[config.mk]
export PLATFORM = sky130hd
export DESIGN_NAME = smc_ctrl
export DESIGN_NICKNAME = d
export VERILOG_FILES = /design/src/rtl/smc_pkg.sv /design/src/rtl/smc_cfg_sel.sv /design/src/rtl/smc_cs_decode.sv /design/src/rtl/smc_ctrl.sv
export SDC_FILE = /design/constraint.sdc
export NUM_CORES = 1
export LEC_CHECK = 0
export BUFFER_PORTS_ARGS = -buffer_cell sky130_fd_sc_hd__buf_4
export CORE_MARGIN = 4
export CORE_UTILIZATION = 35
export DETAILED_ROUTE_END_ITERATION = 10
export PLACE_DENSITY_LB_ADDON = 0.15
export SLEW_MARGIN = 5
export SYNTH_ARGS = -nofsm -noshare
export SYNTH_HDL_FRONTEND = slang
export SYNTH_SLANG_ARGS = --single-unit
export TNS_END_PERCENT = 1
[constraint.sdc]
create_clock -name clk -period 2.4 [get_ports clk]
set_input_delay 0.36 -clock clk [delete_from_list [all_inputs] [get_ports clk]]
set_output_delay 0.36 -clock clk [all_outputs]
set_load 0.01 [all_outputs]
[src/rtl/smc_pkg.sv]
package smc_pkg;

    typedef enum logic [2:0] {
        ST_IDLE,
        ST_ASET,
        ST_CSET,
        ST_ACC,
        ST_PAGE,
        ST_CHOLD,
        ST_AHOLD,
        ST_DONE
    } smc_state_e;

    typedef struct packed {
        logic [3:0] pg;
        logic [3:0] ah;
        logic [3:0] ch;
        logic [4:0] acc;
        logic [3:0] cs;
        logic [3:0] as;
        logic       wide;
        logic       page;
    } smc_cfg_t;

endpackage

[src/rtl/smc_cfg_sel.sv]
module smc_cfg_sel
    import smc_pkg::*;
#(
    parameter int NB = 4,
    parameter int BW = $clog2(NB)
) (
    input  logic [BW-1:0]   bank,
    input  logic [4*NB-1:0] bank_pg,
    input  logic [4*NB-1:0] bank_ah,
    input  logic [4*NB-1:0] bank_ch,
    input  logic [5*NB-1:0] bank_acc,
    input  logic [4*NB-1:0] bank_cs,
    input  logic [4*NB-1:0] bank_as,
    input  logic [NB-1:0]   bank_wide,
    input  logic [NB-1:0]   bank_page,
    output smc_cfg_t        cfg
);

    always_comb begin
        cfg.pg   = bank_pg [4*bank +: 4];
        cfg.ah   = bank_ah [4*bank +: 4];
        cfg.ch   = bank_ch [4*bank +: 4];
        cfg.acc  = bank_acc[5*bank +: 5];
        cfg.cs   = bank_cs [4*bank +: 4];
        cfg.as   = bank_as [4*bank +: 4];
        cfg.wide = bank_wide[bank];
        cfg.page = bank_page[bank];
    end

endmodule

[src/rtl/smc_cs_decode.sv]
module smc_cs_decode #(
    parameter int NB = 4,
    parameter int BW = $clog2(NB)
) (
    input  logic          en,
    input  logic [BW-1:0] bank,
    output logic [NB-1:0] cs_n
);

    for (genvar g = 0; g < NB; g++) begin : g_sel
        assign cs_n[g] = !(en && (bank == BW'(g)));
    end

endmodule

[src/rtl/smc_ctrl.sv]
module smc_ctrl
    import smc_pkg::*;
#(
    parameter int NB = 4,
    parameter int BW = $clog2(NB),
    parameter int AW = 16,
    parameter int DW = 16
) (
    input  logic            clk,
    input  logic            rst_n,
    input  logic            req_valid,
    output logic            req_ready,
    input  logic [BW-1:0]   req_bank,
    input  logic [AW-1:0]   req_addr,
    input  logic            req_write,
    input  logic [DW-1:0]   req_wdata,
    output logic            rd_valid,
    output logic [DW-1:0]   rd_data,
    output logic            done,
    input  logic [4*NB-1:0] bank_pg,
    input  logic [4*NB-1:0] bank_ah,
    input  logic [4*NB-1:0] bank_ch,
    input  logic [5*NB-1:0] bank_acc,
    input  logic [4*NB-1:0] bank_cs,
    input  logic [4*NB-1:0] bank_as,
    input  logic [NB-1:0]   bank_wide,
    input  logic [NB-1:0]   bank_page,
    output logic [AW-1:0]   mem_addr,
    output logic [NB-1:0]   mem_cs_n,
    output logic            mem_oe_n,
    output logic            mem_we_n,
    input  logic [DW-1:0]   mem_dq_in,
    output logic [DW-1:0]   mem_dq_out,
    output logic            mem_dq_oe
);

    localparam int          CW          = 5;
    localparam logic [DW-1:0] NARROW_MASK = DW'(8'hFF);
    localparam logic [1:0]  LAST_BEAT   = 2'd3;

    typedef struct packed {
        smc_state_e    state;
        logic [CW-1:0] cnt;
        logic [1:0]    beat;
        smc_cfg_t      cfg;
        logic [BW-1:0] bank;
        logic [AW-1:0] addr;
        logic          write;
        logic [DW-1:0] wdata;
        logic          rd_valid;
        logic [DW-1:0] rd_data;
    } regs_t;

    regs_t    r_q, r_d;
    smc_cfg_t sel_cfg;
    logic     strobe, cs_en, bus_busy;

    smc_cfg_sel #(.NB(NB), .BW(BW)) u_cfg (
        .bank      (req_bank),
        .bank_pg   (bank_pg),
        .bank_ah   (bank_ah),
        .bank_ch   (bank_ch),
        .bank_acc  (bank_acc),
        .bank_cs   (bank_cs),
        .bank_as   (bank_as),
        .bank_wide (bank_wide),
        .bank_page (bank_page),
        .cfg       (sel_cfg)
    );

    always_comb begin
        r_d          = r_q;
        r_d.rd_valid = 1'b0;
        unique case (r_q.state)
            ST_IDLE: begin
                if (req_valid) begin
                    r_d.cfg   = sel_cfg;
                    r_d.bank  = req_bank;
                    r_d.addr  = req_addr;
                    r_d.write = req_write;
                    r_d.wdata = sel_cfg.wide ? req_wdata : (req_wdata & NARROW_MASK);
                    r_d.beat  = 2'd0;
                    if (sel_cfg.as != 4'd0) begin
                        r_d.state = ST_ASET;
                        r_d.cnt   = {1'b0, sel_cfg.as} - 5'd1;
                    end else if (sel_cfg.cs != 4'd0) begin
                        r_d.state = ST_CSET;
                        r_d.cnt   = {1'b0, sel_cfg.cs} - 5'd1;
                    end else begin
                        r_d.state = ST_ACC;
                        r_d.cnt   = sel_cfg.acc;
                    end
                end
            end
            ST_ASET: begin
                if (r_q.cnt != '0) begin
                    r_d.cnt = r_q.cnt - 5'd1;
                end else if (r_q.cfg.cs != 4'd0) begin
                    r_d.state = ST_CSET;
                    r_d.cnt   = {1'b0, r_q.cfg.cs} - 5'd1;
                end else begin
                    r_d.state = ST_ACC;
                    r_d.cnt   = r_q.cfg.acc;
                end
            end
            ST_CSET: begin
                if (r_q.cnt != '0) begin
                    r_d.cnt = r_q.cnt - 5'd1;
                end else begin
                    r_d.state = ST_ACC;
                    r_d.cnt   = r_q.cfg.acc;
                end
            end
            ST_ACC, ST_PAGE: begin
                if (r_q.cnt != '0) begin
                    r_d.cnt = r_q.cnt - 5'd1;
                end else begin
                    if (!r_q.write) begin
                        r_d.rd_valid = 1'b1;
                        r_d.rd_data  = r_q.cfg.wide ? mem_dq_in : (mem_dq_in & NARROW_MASK);
                    end
                    if (r_q.cfg.page && !r_q.write && r_q.beat != LAST_BEAT) begin
                        r_d.state     = ST_PAGE;
                        r_d.beat      = r_q.beat + 2'd1;
                        r_d.addr[1:0] = r_q.addr[1:0] + 2'd1;
                        r_d.cnt       = {1'b0, r_q.cfg.pg};
                    end else if (r_q.cfg.ch != 4'd0) begin
                        r_d.state = ST_CHOLD;
                        r_d.cnt   = {1'b0, r_q.cfg.ch} - 5'd1;
                    end else if (r_q.cfg.ah != 4'd0) begin
                        r_d.state = ST_AHOLD;
                        r_d.cnt   = {1'b0, r_q.cfg.ah} - 5'd1;
                    end else begin
                        r_d.state = ST_DONE;
                    end
                end
            end
            ST_CHOLD: begin
                if (r_q.cnt != '0) begin
                    r_d.cnt = r_q.cnt - 5'd1;
                end else if (r_q.cfg.ah != 4'd0) begin
                    r_d.state = ST_AHOLD;
                    r_d.cnt   = {1'b0, r_q.cfg.ah} - 5'd1;
                end else begin
                    r_d.state = ST_DONE;
                end
            end
            ST_AHOLD: begin
                if (r_q.cnt != '0) r_d.cnt = r_q.cnt - 5'd1;
                else               r_d.state = ST_DONE;
            end
            default: r_d.state = ST_IDLE;
        endcase
    end

    always_ff @(posedge clk or negedge rst_n) begin
        if (!rst_n) begin
            r_q       <= '0;
            r_q.state <= ST_IDLE;
        end else begin
            r_q <= r_d;
        end
    end

    assign strobe   = (r_q.state == ST_ACC) || (r_q.state == ST_PAGE);
    assign cs_en    = strobe || (r_q.state == ST_CSET) || (r_q.state == ST_CHOLD);
    assign bus_busy = (r_q.state != ST_IDLE) && (r_q.state != ST_DONE);

    smc_cs_decode #(.NB(NB), .BW(BW)) u_cs (
        .en   (cs_en),
        .bank (r_q.bank),
        .cs_n (mem_cs_n)
    );

    assign req_ready  = (r_q.state == ST_IDLE);
    assign done       = (r_q.state == ST_DONE);
    assign rd_valid   = r_q.rd_valid;
    assign rd_data    = r_q.rd_data;
    assign mem_addr   = r_q.addr;
    assign mem_oe_n   = !(strobe && !r_q.write);
    assign mem_we_n   = !(strobe && r_q.write);
    assign mem_dq_out = r_q.wdata;
    assign mem_dq_oe  = bus_busy && r_q.write;

endmodule

* Word-level counts from Yosys, hierarchy flattened
Index checks and enable logic that the tools add are counted.
** Storage, ports and cells
- Register bits :: 89
- Bits in latches :: 0
- Memory bits (writable) :: 0
- ROM bits :: 0
- Bits of input ports :: 162
- Output and inout bits :: 58
- Word-level logic and storage cells :: 128
- Memories kept :: 0
** Operators by class
- Add/sub/neg operators :: 8
- Multipliers :: 1
- Div/mod/pow operators :: 0
- $lt $le $gt $ge :: 1
- Equality and inequality tests :: 20
- Shift-type cells :: 6
- Multiplexer cells :: 35
- Bitwise operators :: 2
- Reductions and logical operators :: 37
** Operators by type and width (number)
- indexed part select 16 x 5 -> 4 bit :: 5
- 2-to-1 mux 72 bit :: 1
- 2-to-1 mux 17 bit :: 3
- 2-to-1 mux 16 bit :: 2
- 2-to-1 mux 5 bit :: 6
- case mux 5 bit (6 select lines) :: 1
- subtractor 4 x 1 -> 5 bit (second input constant) :: 5
- nonzero test 4 bit :: 5
- indexed part select 20 x 6 -> 5 bit :: 1
- inequality test 2 bit (second input constant) :: 9
- case mux 3 bit (6 select lines) :: 1
- 2-to-1 mux 3 bit :: 5
- 2-to-1 mux 7 bit :: 2
- == test 3 bit (second input constant) :: 4
- 2-to-1 mux 6 bit :: 2
- logical AND 1 bit :: 10
- 2-to-1 mux 2 bit :: 4
- 2-to-1 mux 8 bit :: 1
- case mux 2 bit (2 select lines) :: 2
- logical NOT 1 bit :: 7
- == test 3 x 2 -> 1 bit (second input constant) :: 2
- AND reduction 3 bit :: 2
- AND reduction 6 bit :: 1
- nonzero test 6 bit :: 1
- 20 further kinds :: 28

* Depth between registers and ports, before layout
- Depth in word-level cells :: 6
- Mapped depth :: 10
- Depth with buffers taken out :: 8

* By module
A second synthesis with hierarchy kept.
** Second synthesis, totals
- Cells, all modules :: 550
- Area total of the unflattened synthesis :: 5711.7 sq um
** By module, submodules not included
- smc_ctrl :: times used 1, cells each 513, area an instance 4982.3 sq um, sequential area each 2127.0 sq um
- smc_cfg_sel :: times used 1, cells each 33, area an instance 700.7 sq um, sequential area each 0.0 sq um
- smc_cs_decode :: times used 1, cells each 4, area an instance 28.8 sq um, sequential area each 0.0 sq um

* Worst setup path after synthesis
No wires, ideal clock.
- Path type :: in2reg
- Start point :: input req_bank[1]
- End point :: register r_q[83] in the netlist's numbering
- Library setup time :: 0.155 ns
- Arrival :: 2.454 ns
- Data required time :: 2.245 ns
- Path slack :: -0.210 ns
- Cell stages on the path :: 10
- Path buffers :: 2
- Path through :: buf_2 > buf_1 > mux4_2 > inv_1 > ha_1 > nor3b_2 > nor2b_1 > a221o_1 > nor4b_4 > a311oi_1
** On the way
- Cells in the longest elaborated chain, start to end :: 6
- Elaborated cells on any way between the ends :: 12
- Those cells by class :: add/sub (2); mul (1); shift (3); mux (4); reduce/logical (2)
** RTL lines
- start, declared :: RTL line smc_ctrl.sv:13 : input logic [BW-1:0] req_bank,
- multiplier 3 x 2 -> 5 bit / indexed part select 16 x 5 -> 4 bit (equally long branches) :: RTL line smc_cfg_sel.sv:23, smc_cfg_sel.sv:24
- indexed part select 20 x 6 -> 5 bit, or another cell as far along :: RTL line smc_cfg_sel.sv:23 : cfg.acc = bank_acc[5*bank +: 5];
- 2-to-1 mux 6 bit :: RTL line smc_ctrl.sv:86 : end else if (sel_cfg.cs != 4'd0) begin
- 2-to-1 mux 8 bit (*) :: RTL line smc_ctrl.sv:83 : if (sel_cfg.as != 4'd0) begin
- 2-to-1 mux 72 bit (*) :: RTL line smc_ctrl.sv:76 : if (req_valid) begin
- case mux 5 bit (6 select lines) (*) :: RTL line smc_ctrl.sv:74 : unique case (r_q.state)
- end signal, assigned :: RTL line smc_ctrl.sv:161 : r_q <= r_d;
- end, declared :: RTL line smc_ctrl.sv:54 : regs_t r_q, r_d;
Every way passes the cells marked *; elsewhere a longest branch is shown, timed or not. The select of a mux whose other input is x is not followed.
A chain may end at the register's enable or synchronous reset.

* Worst setup path after layout
- Start point :: register r_q[71] in the netlist's numbering
- End point :: register r_q[81] in the netlist's numbering
** On the way
- Cells in the longest elaborated chain, start to end :: 6
- Elaborated cells on any way between the ends :: 8
- Those cells by class :: add/sub (1); mux (6); reduce/logical (1)
** RTL lines
- subtractor 4 x 1 -> 5 bit / nonzero test 4 bit (equally long branches)
- 2-to-1 mux 5 bit (*) :: RTL line smc_ctrl.sv:130, smc_ctrl.sv:141
- 2-to-1 mux 7 bit :: RTL line smc_ctrl.sv:127 : end else if (r_q.cfg.ch != 4'd0) begin
- 2-to-1 mux 7 bit :: RTL line smc_ctrl.sv:122 : if (r_q.cfg.page && !r_q.write && r_q.beat != LAST_BEAT) begin
- 2-to-1 mux 5 bit :: RTL line smc_ctrl.sv:115 : if (r_q.cnt != '0) begin
- case mux 5 bit (6 select lines) (*) :: RTL line smc_ctrl.sv:74
Every way passes the cells marked *; elsewhere a longest branch is shown, timed or not.

==> impl_metrics.py <==
metrics = {
    "status": {
        "status": "finished with violations",
        "failing_checks": "hold timing",
    },
    "grt": {
        "largest_net_degree_at_the_start_of_global_routing": 57,
        "globalRoute.totalOverflow": 0,
        "grt_usage_pct": 18.8,
        "first_pass_grt_wire_length_um": 27100,
        "via_count_of_the_first_global_routing_pass": 5403,
        "antenna_found_initial": 0,
    },
    "route": {
        "drtAntennaViolNets": 0,
        "detailedRoute.firstPassIterationCount": 4,
        "detailed_route_iter0_violations": 254,
        "wl_per_cell_um": 16.2,
        "detail_route.vias_per_cell": 4.94,
        "vias": 5145,
        "drc": 0,
        "detail_route.wirelength_um": 16800,
    },
    "clock_tree": {
        "hold_fix_buffer_count_after_cts": 0,
        "cts_post_setup_buffers_inserted": 0,
        "cts_tree": "done",
        "tritoncts_num_sinks": 85,
        "worst_setup_hold_path_clk_slew_ps": 70,
        "tritoncts.num_buffers": 9,
        "root_buffer_master": "clkbuf_16",
        "clock_path_buffers": 2,
        "clk-insertion-delay-late_ps": 350,
        "h_tree_levels": 3,
    },
    "logic_synthesis": {
        "synthFlopType": "dfrtp_1",
        "post_synth_xor_area_fraction_pct": 0.792,
        "yosys.area.top_type": "dfrtp_1",
        "synthSimpleGateAreaFrac_pct": 23.5,
        "syn_nets": 809,
        "total_standard_cell_area_after_synthesis_um2": 5530,
        "synth_top_cell_area_share_pct": 38.5,
        "synth_area_per_inst_um2": 8.67,
        "main_area_contributors_after_synthesis": "dfrtp_1 (38%), nand2_1 (14%), mux4_2 (9.4%)",
        "synthAdderAreaFrac_pct": 2.04,
        "leading_cell_type_by_number_of_instances_after_synthesis": "nand2_1",
        "ys_warn_count": 0,
        "synth-async-reset-ratio_pct": 100,
        "synth_enable_flop_cells": 0,
        "ys_ff_latch": 85,
        "synth_cell_types": 60,
        "synth.top_cells.by_count": "nand2_1 (199), dfrtp_1 (85), buf_4 (48)",
        "synthMuxAreaShare_pct": 13.1,
        "combinational_family_with_the_most_area_after_synthesis": "simple AND/OR/NAND/NOR gates",
        "synth.yosys.seq_area_share_pct": 38.5,
        "syn_inst": 638,
        "synth_area_in_compound_gates_pct": 11.9,
    },
    "sta": {
        "rsz0062_at_grt": "true",
        "report.final.setup_viol": 0,
        "timing.fmax_mhz": 438,
        "fin_ws_ps": 118,
        "finalClockSkew_ps": 8.33,
        "final.hold.worst_slack_ps": -9.67,
        "timing.final.crit_share_pct": 95.1,
        "hold_violations": 6,
        "slew_viol_final": 0,
        "timing.slew.headroom_pct": 62.7,
        "period_minus_slack_ps": 2280,
        "tightest_slew_ps": 559,
    },
    "run": {
        "max_cap_viol_count": 0,
    },
    "floorplanning": {
        "dieHeight_um": 134,
        "initial_util_pct": 36.1,
        "floorplan.die_area_um2": 17900,
        "fp.dieW_um": 134,
        "core_area_um2": 15300,
        "std_cell_rows": 45,
        "boundaryPins": 220,
    },
    "placed_design": {
        "dp_worst_setup_slack_ps": -61.5,
        "portBuffers": 219,
        "place.detailed.hpwl_um": 13400,
        "placed_instance_area_um2": 7290,
        "placedCellCount": 1026,
        "gp_congestion": 0.938,
    },
    "power_and_ir_drop": {
        "power.total_mw": 8.59,
        "power.static_leakage_nw": 3.79,
        "peak_supply_drop_mv": 0.459,
        "power_density_of_the_placed_cells_nw_per_um2": 1130,
    },
    "worst_setup_path": {
        "path_cells": "inv_1 -> ha_2 -> or3b_2 -> mux2i_2 -> a21oi_1 -> o221ai_1 -> a31oi_1 -> a21o_1",
        "critPathCaptureType": "register",
        "crit_path_top_delay_cell": "or3b_2",
        "cpPeakStageDelay_ps": 530,
        "worstPathArrival_ps": 2520,
        "setup.worst_path.class": "register to register",
        "critPathBufInv": 1,
        "crit_required_ps": 2640,
        "worst_setup_start_kind": "register",
        "crit_path_max_fanout": 5,
        "cpLargestDelayFamily": "compound AO/OA/AOI/OAI gates",
    },
    "final_layout": {
        "drive_above_1_share_pct": 38.1,
        "area_delta_synth_final_pct": 37.9,
        "num-nets-final": 997,
        "final-instance-count-excl-fill": 1042,
        "diodes": 0,
        "final_design_area_no_fill_um2": 7620,
    },
    "worst_hold_path": {
        "hold_path_class": "primary input to async pin",
    },
}
## metrics by stage
step	TNS [ps]	util, %
after global placement	0	47.6
after detailed placement	-61.5	47.6
after CTS	0	49.6
final	0	49.8
after floorplan	0	-
after global routing	-16.3	49.8
## cells in the final DEF, fill, tap and decap left out, types with 3 or more instances in the layout
master,instances
a21oi_1,31
nor2_1,33
inv_6,3
nand3_1,14
o211ai_1,3
nor3_1,12
a211oi_1,4
or3_1,3
mux4_1,3
nor3b_1,5
o21ai_0,32
nand2b_1,7
inv_1,17
clkbuf_16,9
ha_1,7
dfrtp_1,85
nor2b_1,5
mux4_2,23
buf_4,257
xor2_1,3
nand2_1,198
a31oi_1,5
o21ai_1,3
o221ai_1,3
mux2_2,4
mux2i_1,7
## flip-flops by register name, summed over array words and instances, names as in the netlist
register and count:
r_q 36, mem_addr 16, mem_dq_out 16, rd_data 16
rd_valid 1
## area by class of cell
class,instances,area (µm²)
clock buffer,9,225
clock inverter,7,91.3
fill,1508,7690
inverter,18,67.6
multi-input combinational,453,2880
sequential,85,2130
tap,211,264
timing repair buffer,259,1970
## per-layer routing
| metal | routed length (µm) | part of all wire [%] | GRT usage, % |
|---|---|---|---|
| met4 | 223 | 1.3 | 5.37 |
| met5 | 0 | 0 | 0 |
| met1 | 7360 | 44 | 24.5 |
| met3 | 1220 | 7.2 | 4.49 |
| met2 | 8030 | 48 | 31.3 |
## report_power, final
group | leakage, nW | internal (mW) | total, mW | switching (mW)
combinational | 2.58 | 2.11 | 4.47 | 2.36
sequential | 1.05 | 2.11 | 2.63 | 0.517
clock | 0.152 | 0.835 | 1.49 | 0.658
total | 3.79 | 5.06 | 8.59 | 3.54
## cell families after synthesis
kind of cell | after synthesis
flip-flops | 85
XOR/XNOR | 5
adder cells (fa/ha/maj) | 9
multiplexers | 38
AND/OR/NAND/NOR | 295
buffers and inverters | 100
AO/OA/AOI/OAI | 106
## timing repair
| item | CTS | global route |
|---|---|---|
| endpoints found under the hold margin | 0 | 0 |
| gates resized for setup | 0 | 5 |
| setup endpoints to repair | 0 | 3 |
## worst paths after layout
| check | start | endpoint | slack (ps) | cells past startpoint |
|---|---|---|---|---|
| setup / recovery | r_q[71]$_DFFE_PN0P_ | r_q[81]$_DFFE_PN0P_ | 120 | 8 |
| hold / removal | rst_n | mem_dq_out[2]$_DFFE_PN0P_ | -10 | 1 |
| setup reg to reg | r_q[71]$_DFFE_PN0P_ | r_q[81]$_DFFE_PN0P_ | 120 | 8 |
| hold reg to reg | mem_dq_out[10]$_DFFE_PN0P_ | mem_dq_out[10]$_DFFE_PN0P_ | 470 | 2 |
| max in group asynchronous | rst_n | r_q[50]$_DFFE_PN0P_ | 1750 | 2 |
| min in group clk | req_addr[2] | mem_addr[2]$_DFFE_PN0P_ | 200 | 3 |
(Power assumes the default switching activity.)
